<file path="src/rtl/irq_ctrl_pkg.sv">
// Package: shared constants and command encoding for the two-level interrupt router.
// Assumes a fixed 10-bit source index field in all index-bearing registers.
package irq_ctrl_pkg;

    localparam int IDX_W = 10;
    localparam logic [IDX_W-1:0] ACK_NONE = '1;

    localparam int OFS_CTRL     = 'h000;
    localparam int OFS_EN_SET   = 'h030;
    localparam int OFS_EN_CLR   = 'h034;
    localparam int OFS_ROUTE    = 'h100;
    localparam int OFS_ACK      = 'h044;
    localparam int OFS_MASK_SET = 'h048;
    localparam int OFS_MASK_CLR = 'h04C;

    typedef enum logic [1:0] {
        CMD_NONE = 2'd0,
        CMD_SET  = 2'd1,
        CMD_CLR  = 2'd2
    } idx_cmd_e;

endpackage

</file>
<file path="src/rtl/irq_enable_bank.sv">
// Global enable bits and per-source core routing fields.
// Assumes at most one enable command and one routing write per cycle.
module irq_enable_bank
    import irq_ctrl_pkg::*;
#(
    parameter int NUM_SRC = 64,
    parameter int NUM_CPU = 4,
    localparam int SRC_W  = (NUM_SRC > 1) ? $clog2(NUM_SRC) : 1
) (
    input  logic                              clk,
    input  logic                              rst_n,
    input  idx_cmd_e                          en_cmd,
    input  logic [IDX_W-1:0]                  en_idx,
    input  logic                              route_we,
    input  logic [SRC_W-1:0]                  route_sel,
    input  logic [NUM_CPU-1:0]                route_wdata,
    output logic [NUM_SRC-1:0]                src_en,
    output logic [NUM_SRC-1:0][NUM_CPU-1:0]   src_route
);

    // Update enable bits from index commands and routing fields from writes.
    always_ff @(posedge clk) begin
        if (!rst_n) begin
            src_en    <= '0;
            src_route <= '0;
        end else begin
            for (int s = 0; s < NUM_SRC; s++) begin
                if (en_idx == IDX_W'(s)) begin
                    if (en_cmd == CMD_SET)      src_en[s] <= 1'b1;
                    else if (en_cmd == CMD_CLR) src_en[s] <= 1'b0;
                end
                if (route_we && route_sel == SRC_W'(s)) begin
                    src_route[s] <= route_wdata;
                end
            end
        end
    end

    for (genvar s = 0; s < NUM_SRC; s++) begin : g_chk
        p_set_en_r3: assert property (@(posedge clk) disable iff (!rst_n)
            (en_cmd == CMD_SET && en_idx == IDX_W'(s)) |=> src_en[s]);
        p_clr_en_r3: assert property (@(posedge clk) disable iff (!rst_n)
            (en_cmd == CMD_CLR && en_idx == IDX_W'(s)) |=> !src_en[s]);
    end

    p_en_hold_r3: assert property (@(posedge clk) disable iff (!rst_n)
        (en_cmd == CMD_NONE) |=> $stable(src_en));
    p_route_hold_r5: assert property (@(posedge clk) disable iff (!rst_n)
        !route_we |=> $stable(src_route));

endmodule

</file>
<file path="src/rtl/irq_mask_bank.sv">
// Per-core mask bits, set or cleared by index for the core named with the command.
// Assumes mask_cpu is below NUM_CPU whenever a command is issued.
module irq_mask_bank
    import irq_ctrl_pkg::*;
#(
    parameter int NUM_SRC = 64,
    parameter int NUM_CPU = 4,
    localparam int CPU_W  = (NUM_CPU > 1) ? $clog2(NUM_CPU) : 1
) (
    input  logic                              clk,
    input  logic                              rst_n,
    input  idx_cmd_e                          mask_cmd,
    input  logic [IDX_W-1:0]                  mask_idx,
    input  logic [CPU_W-1:0]                  mask_cpu,
    output logic [NUM_CPU-1:0][NUM_SRC-1:0]   cpu_mask
);

    // Apply a set or clear command to one bit of the selected core's mask.
    always_ff @(posedge clk) begin
        if (!rst_n) begin
            cpu_mask <= '1;
        end else if (mask_cmd != CMD_NONE) begin
            for (int c = 0; c < NUM_CPU; c++) begin
                for (int s = 0; s < NUM_SRC; s++) begin
                    if (mask_cpu == CPU_W'(c) && mask_idx == IDX_W'(s)) begin
                        cpu_mask[c][s] <= (mask_cmd == CMD_SET);
                    end
                end
            end
        end
    end

    for (genvar c = 0; c < NUM_CPU; c++) begin : g_chk
        p_other_cpu_r4: assert property (@(posedge clk) disable iff (!rst_n)
            (mask_cmd != CMD_NONE && mask_cpu != CPU_W'(c)) |=> $stable(cpu_mask[c]));
    end

    p_mask_hold_r4: assert property (@(posedge clk) disable iff (!rst_n)
        (mask_cmd == CMD_NONE) |=> $stable(cpu_mask));

endmodule

</file>
<file path="src/rtl/irq_lowest_pick.sv">
// Finds the lowest-numbered asserted request; returns ACK_NONE when none.
// Assumes NUM_SRC is below 1023 so no valid index equals ACK_NONE.
module irq_lowest_pick
    import irq_ctrl_pkg::*;
#(
    parameter int NUM_SRC = 64
) (
    input  logic                 clk,
    input  logic                 rst_n,
    input  logic [NUM_SRC-1:0]   req,
    output logic [IDX_W-1:0]     pick_idx
);

    // Scan from the top so the lowest asserted index wins last.
    always_comb begin
        pick_idx = ACK_NONE;
        for (int i = NUM_SRC - 1; i >= 0; i--) begin
            if (req[i]) pick_idx = IDX_W'(i);
        end
    end

    for (genvar i = 0; i < NUM_SRC; i++) begin : g_chk
        p_pick_pending_r7: assert property (@(posedge clk) disable iff (!rst_n)
            (pick_idx == IDX_W'(i)) |-> req[i]);
        p_pick_lowest_r7: assert property (@(posedge clk) disable iff (!rst_n)
            req[i] |-> (pick_idx <= IDX_W'(i)));
    end

endmodule

</file>
<file path="src/rtl/irq_route_ctrl.sv">
// Top: register decode, three-gate delivery per core, acknowledge readout.
// Assumes single-cycle bus accesses and sources synchronous to clk.
module irq_route_ctrl
    import irq_ctrl_pkg::*;
#(
    parameter int NUM_SRC = 64,
    parameter int NUM_CPU = 4,
    parameter int ADDR_W  = 12,
    parameter int DATA_W  = 32,
    localparam int SRC_W  = (NUM_SRC > 1) ? $clog2(NUM_SRC) : 1,
    localparam int CPU_W  = (NUM_CPU > 1) ? $clog2(NUM_CPU) : 1
) (
    input  logic                 clk,
    input  logic                 rst_n,
    input  logic [NUM_SRC-1:0]   src_level,
    input  logic                 bus_valid,
    input  logic                 bus_write,
    input  logic                 bus_win,
    input  logic [CPU_W-1:0]     bus_cpu,
    input  logic [ADDR_W-1:0]    bus_addr,
    input  logic [DATA_W-1:0]    bus_wdata,
    output logic [DATA_W-1:0]    bus_rdata,
    output logic [NUM_CPU-1:0]   irq_out
);

    localparam int ROUTE_END = OFS_ROUTE + 4 * NUM_SRC;
    localparam logic [DATA_W-1:0] CTRL_VAL = DATA_W'(NUM_SRC) << 2;

    logic                              g_wr, p_wr, rd_req;
    logic                              route_hit;
    logic [ADDR_W-1:0]                 route_off;
    logic [SRC_W-1:0]                  route_sel;
    idx_cmd_e                          en_cmd, mask_cmd;
    logic [NUM_SRC-1:0]                src_en;
    logic [NUM_SRC-1:0][NUM_CPU-1:0]   src_route;
    logic [NUM_CPU-1:0][NUM_SRC-1:0]   cpu_mask;
    logic [NUM_CPU-1:0][NUM_SRC-1:0]   route_col;
    logic [NUM_CPU-1:0][NUM_SRC-1:0]   deliver;
    logic [NUM_CPU-1:0][IDX_W-1:0]     ack_idx;
    logic [NUM_CPU-1:0]                rd_route;
    logic [IDX_W-1:0]                  rd_ack;
    logic [DATA_W-1:0]                 rd_next;
    logic                              wdata_unused;
    logic                              route_off_unused;

    assign g_wr   = bus_valid &  bus_write & ~bus_win;
    assign p_wr   = bus_valid &  bus_write &  bus_win;
    assign rd_req = bus_valid & ~bus_write;

    assign route_off = bus_addr - ADDR_W'(OFS_ROUTE);
    assign route_sel = route_off[SRC_W+1:2];
    assign route_hit = (bus_addr >= ADDR_W'(OFS_ROUTE)) && (bus_addr < ADDR_W'(ROUTE_END))
                       && (bus_addr[1:0] == 2'b00);
    assign wdata_unused     = ^bus_wdata[DATA_W-1:IDX_W];
    assign route_off_unused = ^{route_off[ADDR_W-1:SRC_W+2], route_off[1:0]};

    // Decode global-window writes into enable commands.
    always_comb begin
        en_cmd = CMD_NONE;
        if (g_wr && bus_addr == ADDR_W'(OFS_EN_SET))      en_cmd = CMD_SET;
        else if (g_wr && bus_addr == ADDR_W'(OFS_EN_CLR)) en_cmd = CMD_CLR;
    end

    // Decode per-core-window writes into mask commands.
    always_comb begin
        mask_cmd = CMD_NONE;
        if (p_wr && bus_addr == ADDR_W'(OFS_MASK_SET))      mask_cmd = CMD_SET;
        else if (p_wr && bus_addr == ADDR_W'(OFS_MASK_CLR)) mask_cmd = CMD_CLR;
    end

    irq_enable_bank #(.NUM_SRC(NUM_SRC), .NUM_CPU(NUM_CPU)) u_enable (
        .clk         (clk),
        .rst_n       (rst_n),
        .en_cmd      (en_cmd),
        .en_idx      (bus_wdata[IDX_W-1:0]),
        .route_we    (g_wr & route_hit),
        .route_sel   (route_sel),
        .route_wdata (bus_wdata[NUM_CPU-1:0]),
        .src_en      (src_en),
        .src_route   (src_route)
    );

    irq_mask_bank #(.NUM_SRC(NUM_SRC), .NUM_CPU(NUM_CPU)) u_mask (
        .clk      (clk),
        .rst_n    (rst_n),
        .mask_cmd (mask_cmd),
        .mask_idx (bus_wdata[IDX_W-1:0]),
        .mask_cpu (bus_cpu),
        .cpu_mask (cpu_mask)
    );

    // Transpose routing fields into one bit-vector per core.
    always_comb begin
        for (int c = 0; c < NUM_CPU; c++) begin
            for (int s = 0; s < NUM_SRC; s++) begin
                route_col[c][s] = src_route[s][c];
            end
        end
    end

    for (genvar c = 0; c < NUM_CPU; c++) begin : g_cpu
        assign deliver[c] = src_level & src_en & route_col[c] & ~cpu_mask[c];
        assign irq_out[c] = |deliver[c];

        irq_lowest_pick #(.NUM_SRC(NUM_SRC)) u_pick (
            .clk      (clk),
            .rst_n    (rst_n),
            .req      (deliver[c]),
            .pick_idx (ack_idx[c])
        );

        p_line_ack_r8: assert property (@(posedge clk) disable iff (!rst_n)
            irq_out[c] == (ack_idx[c] != ACK_NONE));
        p_line_gated_r6: assert property (@(posedge clk) disable iff (!rst_n)
            irq_out[c] |-> |(src_level & src_en & ~cpu_mask[c]));
    end

    // Select the routing field and acknowledge value addressed by the read.
    always_comb begin
        rd_route = '0;
        rd_ack   = ACK_NONE;
        for (int s = 0; s < NUM_SRC; s++) begin
            if (route_sel == SRC_W'(s)) rd_route = src_route[s];
        end
        for (int c = 0; c < NUM_CPU; c++) begin
            if (bus_cpu == CPU_W'(c)) rd_ack = ack_idx[c];
        end
    end

    // Form next read data; zero for writes, idle cycles and unmapped offsets.
    always_comb begin
        rd_next = '0;
        if (rd_req) begin
            if (!bus_win) begin
                if (bus_addr == ADDR_W'(OFS_CTRL)) rd_next = CTRL_VAL;
                else if (route_hit)                rd_next = DATA_W'(rd_route);
            end else if (bus_addr == ADDR_W'(OFS_ACK)) begin
                rd_next = DATA_W'(rd_ack);
            end
        end
    end

    // Register read data so it is presented one cycle after the request.
    always_ff @(posedge clk) begin
        if (!rst_n) bus_rdata <= '0;
        else        bus_rdata <= rd_next;
    end

    p_rdata_idle_r10: assert property (@(posedge clk) disable iff (!rst_n)
        !rd_req |=> (bus_rdata == '0));
    p_reset_quiet_r1: assert property (@(posedge clk) disable iff (!rst_n)
        $rose(rst_n) |-> (irq_out == '0));

endmodule

</file>
<file path="config.mk">
export PLATFORM = sky130hd
export DESIGN_NAME = irq_route_ctrl
export DESIGN_NICKNAME = d
export VERILOG_FILES = /design/src/rtl/irq_ctrl_pkg.sv /design/src/rtl/irq_enable_bank.sv /design/src/rtl/irq_mask_bank.sv /design/src/rtl/irq_lowest_pick.sv /design/src/rtl/irq_route_ctrl.sv
export SDC_FILE = /design/constraint.sdc
export NUM_CORES = 2
export LEC_CHECK = 0
export BUFFER_PORTS_ARGS = -buffer_cell sky130_fd_sc_hd__buf_2
export CAP_MARGIN = 20
export CORE_MARGIN = 2
export CORE_UTILIZATION = 55
export CTS_CLUSTER_DIAMETER = 50
export DETAILED_ROUTE_END_ITERATION = 8
export MAX_ROUTING_LAYER = met4
export PLACE_DENSITY = 0.79
export SKIP_LAST_GASP = 1
export SYNTH_ARGS = -nofsm -noshare
export SYNTH_HDL_FRONTEND = slang
export SYNTH_HIERARCHICAL = 1
export SYNTH_SLANG_ARGS = --single-unit
</file>
<file path="constraint.sdc">
create_clock -name clk -period 8.15 [get_ports clk]
set_input_delay 0.815 -clock clk [delete_from_list [all_inputs] [get_ports clk]]
set_output_delay 0.815 -clock clk [all_outputs]
set_load 0.02 [all_outputs]
</file>
* Word level (Yosys, flattened, before mapping)
Cells that the tools add are included.
** Word-level totals
- Output and inout port bits :: 36
- Logic and storage cells :: 1537
- Bits in registers :: 608
- Input bits :: 115
** Cells by class
- Reductions and logical operators :: 658
- $lt $le $gt $ge :: 2
- Add/sub/neg operators :: 1
- Bitwise logic cells :: 20
- Equal/unequal tests :: 137
- Multiplexer cells :: 334
** Operators by type and width (number)
- $mux 10 :: 261
- $reduce_and 2->1 :: 321
- $and 64x64->64 :: 9
- $logic_and 1x1->1 :: 326
- $eq 10x6->1 const B :: 32
- $mux 4 :: 65
- $not 64->64 :: 4
- $reduce_or 64->1 :: 4
- $eq 6x6->1 const B :: 32
- $eq 10x5->1 const B :: 16
- $eq 6x5->1 const B :: 16
- $eq 10x4->1 const B :: 8
- $eq 6x4->1 const B :: 8
- $eq 10x3->1 const B :: 4
- $eq 12x7->1 const B :: 3
- $mux 32 :: 1
- $eq 12x6->1 const B :: 2
- $eq 6x3->1 const B :: 4
- $eq 10x2->1 const B :: 2
- $eq 6x2->1 const B :: 2
- $ge 12x9->1 const B :: 1
- $logic_not 12->1 :: 1
- $lt 12x10->1 const B :: 1
- $eq 10x1->1 const B :: 1
- 13 further kinds :: 28

* Longest topological paths before layout
- Word-level depth :: 73
- Gate-level depth with buffers :: 13
- Gate-level depth less buffers :: 12

* Cells and area by module
The synthesis kept the hierarchy.
** Modules (own cells, without submodules)
- irq_enable_bank :: instances 1, area an instance 13803.2 sq um, cells an instance 1544, sequential area each 6406.1 sq um
- irq_mask_bank :: instances 1, area an instance 9436.6 sq um, cells an instance 980, sequential area each 5124.9 sq um
- irq_route_ctrl :: instances 1, area an instance 6751.5 sq um, cells an instance 990, sequential area each 200.2 sq um
- irq_lowest_pick :: instances 4, area an instance 844.6 sq um, cells an instance 143, sequential area each 0.0 sq um

* Least setup slack after synthesis
OpenSTA, ideal clock, no wires.
- Kind :: input to register
- From :: input port bus_addr[0]
- To :: register u_enable.src_en[18]
- Buffers on the path :: 2
- Data required time :: 8018 ps
- Setup slack :: 4551 ps
- Setup time :: 132 ps
- Arrival time :: 3467 ps
- Cell stages on the path :: 11
- Cell sequence :: or4_1 -> or3_1 -> or4_1 -> nor2_1 -> inv_1 -> ha_1 -> nor2b_1 -> clkbuf_1 -> clkbuf_1 -> nand4_1 -> mux2i_1
** On the way
- Cells in the longest elaborated chain, start to end :: 7
- Elaborated cells between the ends (all ways) :: 11
- Those cells by class :: eq/ne (4); mux (3); reduce/logical (4)
** Ends and longest elaborated chain
- start, declared :: line irq_route_ctrl.sv:20 : input logic [ADDR_W-1:0] bus_addr,
- $eq 12x6->1 :: line irq_route_ctrl.sv:61 : else if (g_wr && bus_addr == ADDR_W'(OFS_EN_CLR)) en_cmd = CMD_CLR;
- $logic_and 1x1->1 :: line irq_route_ctrl.sv:61
- $mux 2 :: line irq_route_ctrl.sv:61
- $mux 2 * :: line irq_route_ctrl.sv:60 : if (g_wr && bus_addr == ADDR_W'(OFS_EN_SET)) en_cmd = CMD_SET;
- net en_cmd[1] :: line irq_route_ctrl.sv:33 : idx_cmd_e en_cmd, mask_cmd;
- $eq 2x2->1 or $eq 2x1->1 (tied branches) :: line irq_enable_bank.sv:30, irq_enable_bank.sv:29
- $reduce_bool 2->1 (no line)
- $reduce_and 2->1 (no line)
- end signal, assigned :: line irq_enable_bank.sv:24 : src_en <= '0;
- end signal, assigned by index :: line irq_enable_bank.sv:29 : if (en_cmd == CMD_SET) src_en[s] <= 1'b1;
- end signal, assigned by index :: line irq_enable_bank.sv:30 : else if (en_cmd == CMD_CLR) src_en[s] <= 1'b0;
- end, declared :: line irq_enable_bank.sv:17 : output logic [NUM_SRC-1:0] src_en,
The timed path passes the listed nets; every way through them passes the cells marked *.
A chain may end at the register's enable or synchronous reset.

==> impl_results.md <==
- Run status: complete, no violations
- Max Clock Skew: 21.7 ps
- Vias per cell: between 7 and 8
- Final hold violations: 0
- Cell mode on critical path: nand3_1
- Crit path DAT: ~5300 ps
- Comb pwr share: 5.8%
- Sequential share of the synthesized area: about a third
- DRC: 0
- Syn Area/Cell: just over 8 µm²
- Final Routed Wirelength: 173000 µm
- Hold depth: 2
- Maximum clock rate: roughly 210 MHz
- I/O pins: around 150
- Sequential share of power: between 40% and 50%
- Critical Path Stages: 12
- Slew Limit Fails: 0
- Critical setup path kind: reg2reg
- Post-synth top cells: dfxtp_1, o21ai_0, nand3_1, o211ai_1, nor3b_1
- Fin Setup TNS: 0 ps
- Vias in the first global route: 33300
- Reg2Reg Depth: 12
- Largest net degree at the start of global routing: 203
- Crit path max fanout: 5
- Fin crit share: between 50% and 60%
- Core Region: about 60000 µm²
- Area share of the largest cell type after synthesis: approximately a third
- CP Buf/Inv Count: 0
- Final core utilization: between 60% and 70%
- Initial core utilization: a little under three fifths
- Die Area: 62700 µm²
- FILL cells: around 5500
- Final Net Count: ~4100
- Clk Latency, worst-skew pair: around 640 ps
- Initial detailed-routing violation count: between 6000 and 7000
- Final setup fails: 0
- Number of clock sinks: 586
- Critical Path RT: 8640 ps
- Post-DR wirelength/cell: roughly 36 µm
- FF+latch count, synth: about 600
- Mux cell area share after synthesis: under 10%
- Pre-Repair DR Iteration Count: 8
- LEAKAGE: around 0.012 µW
- Worst setup endpoint: bus_rdata[1]$_SDFF_PN0_
- RR Endpoint: bus_rdata[1]$_SDFF_PN0_
- H-tree depth: 3
- Post-CTS Setup Bufs: 0
- Kind of end point of the critical path: flop
- Hold_buf cts: 0
- Max-slew headroom: under 10%
- MaxCap Viol Count: 0
- Initial antenna violation count: 12
- Post-Synth Simple-Gate Area: roughly a quarter
- Critical path cell sequence: nand2_1 -> nor3b_1 -> nor2_1 -> o31ai_1 -> a2111oi_0 -> o41ai_1 -> a31oi_1 -> mux4_2 -> nand3_1 -> nand3_1 -> a311oi_1 -> a21oi_1
- Num CTS Buffers: 75
- Slowest-stage cell, CP: nor3b_1
- Minimum clock period: 4840 ps
- Synthesized instance count: 4086
- Sw Share: ~25%
- Post-synth EDFFs: 0
- VDD IR max: approximately 0.17 mV
- Cell row count: 90
- Post-synthesis xor/xnor area fraction: 0%
- Netlist cell types: 87
- Crit path launch: u_enable/src_en[37]$_SDFFE_PN0P_
- Area Growth Syn to Fin: 9.54%
- Main combinational cell family by area after synthesis: compound AO/OA/AOI/OAI gates
- CTS tree: yes
- R2R setup slack: 3310 ps
- CP peak stage delay: between 1000 and 1500 ps
- Clock Power Share: 52.2%
- Async set-or-reset flop fraction in the synthesized netlist: 0%
- Synth Warn #: 6
- Final Wtd Congestion: 1.11
- Compound-Gate Fraction of Synth Area: between 20 and 30%
- Biggest area consumer among synthesized cells: dfxtp_1
- HP Class: reg2reg
- Via Count: 37200
- Ys flop type: dfxtp_1
- Share of cells above drive strength 1: between 10% and 20%
- Most common cell in the synthesized netlist: dfxtp_1
- # placed instances: around 4700
- DP Wirelength: 121000 µm
- Post-CTS sizing: 0
- Startpoint types: flop
- Netlist Area Pre-Place: 33400 µm²
- Clk slew on worst S/H paths: approximately 60 ps
- Largest cells by area after synthesis: dfxtp_1, o21ai_0, o211ai_1
- Clock root buffer: clkbuf_16
- PD cells: 187 nW/µm²
- Int Power: just over 5000 µW
- Post-Layout Cell Count: between 4000 and 5000
- GRT overflow: 0
- First-pass GRT wire length: ~240000 µm
- Largest delay contributor family on the critical path: simple AND/OR/NAND/NOR gates
- Input/output buffers: approximately 110
- Worst Tran Pin Value: 1370 ps
- Hold slack: roughly 460 ps
- Reg-to-Reg Start: u_enable/src_en[37]$_SDFFE_PN0P_
- Post-Synth Adder-Cell Area: less than 1%
- Tot GR Track Use: approximately 54%
- Die extent in y: approximately 250 µm
- Antenna-violating nets left: 0
- Chip width: approximately 250 µm
- Switching Power: about 1700 µW
- Unrepaired setup endpoints after global routing: no
- Clk buf depth: 3
## layer usage
metal | routed length [µm] | track usage (%) | vias up
li1 | - | - | 15300
met2 | 67200 | 72.5 | 3383
met1 | 62200 | 67.0 | 17800
met4 | 13000 | 32.2 | 0
met3 | 30300 | 24.6 | 716
met5 | 0 | - | -
## worst min-delay path by stage
stage / end / from / slack, ps
global placement: u_enable/src_en[18]$_SDFFE_PN0P_ / u_enable/src_en[18]$_SDFFE_PN0P_ / 440
CTS: u_enable/src_en[17]$_SDFFE_PN0P_ / u_enable/src_en[17]$_SDFFE_PN0P_ / 460
floorplan: u_enable/src_en[58]$_SDFFE_PN0P_ / u_enable/src_en[58]$_SDFFE_PN0P_ / 440
finish: u_enable/src_en[17]$_SDFFE_PN0P_ / u_enable/src_en[17]$_SDFFE_PN0P_ / 460
global route: u_enable/src_en[1]$_SDFFE_PN0P_ / u_enable/src_en[1]$_SDFFE_PN0P_ / 480
detailed placement: u_enable/src_en[19]$_SDFFE_PN0P_ / u_enable/src_en[19]$_SDFFE_PN0P_ / 450
## cells in the final DEF (no fill, tap or decap), types with 60 or more instances in the layout
master	n
a21boi_0	177
a21boi_1	93
a21oi_1	75
buf_2	99
buf_4	90
clkbuf_16	78
dfxtp_1	586
mux2i_1	99
nand2_1	218
nand3_1	346
nand4_1	99
nor2_1	164
nor3_1	60
nor3b_1	257
nor4_1	124
o211ai_1	284
o21ai_0	557
## stage by stage
step / area [µm²] / setup WS (ps) / power [µW]
after global placement: 33800 / 3040 / 3300
after floorplan: 33400 / 4550 / 3160
after detailed placement: 33800 / 2900 / 3300
after CTS: 36500 / 3540 / 6780
after global routing: 36500 / 3280 / 6910
final: 36600 / 3310 / 6820
## registers in the layout (all words and copies together), names as in the netlist
| name | count |
|---|---|
| bus_rdata | 10 |
| u_enable/src_en | 64 |
| u_enable/src_route | 256 |
| u_mask/cpu_mask | 256 |
## worst min-delay path: cells and delay by family, from the launching register on
family | cells | cell delay, ps
and+or+nand+nor | 1 | 50
DFF | 1 | 310
muxes | 1 | 50
## layout make-up
type / instances / area [µm²] / area share, %
multi-input cells: 3073 / 19600 / 53.7
well taps: 782 / 978 / 2.68
flip-flops and latches: 586 / 11700 / 32.1
clock inverters: 37 / 512 / 1.40
diodes: 14 / 35.0 / 0.0958
repair buffers: 202 / 1340 / 3.66
inverters: 53 / 199 / 0.544
clock buffers: 100 / 2130 / 5.84
## kinds of logic after synthesis
family,after synthesis
other cells,1
fa+ha+maj,1
compound gates,1430
simple gates,1492
mux,128
buf+inv,448
flops,586
## power by group through the flow
stage,registers (µW),logic [µW],clock network [µW]
after global placement,2930,373,0
final,2860,398,3560
after detailed placement,2930,373,0
after floorplan,2930,237,0
after global routing,2860,397,3650
after CTS,2860,374,3540
No activity file was read; power rests on OpenSTA's default activity.
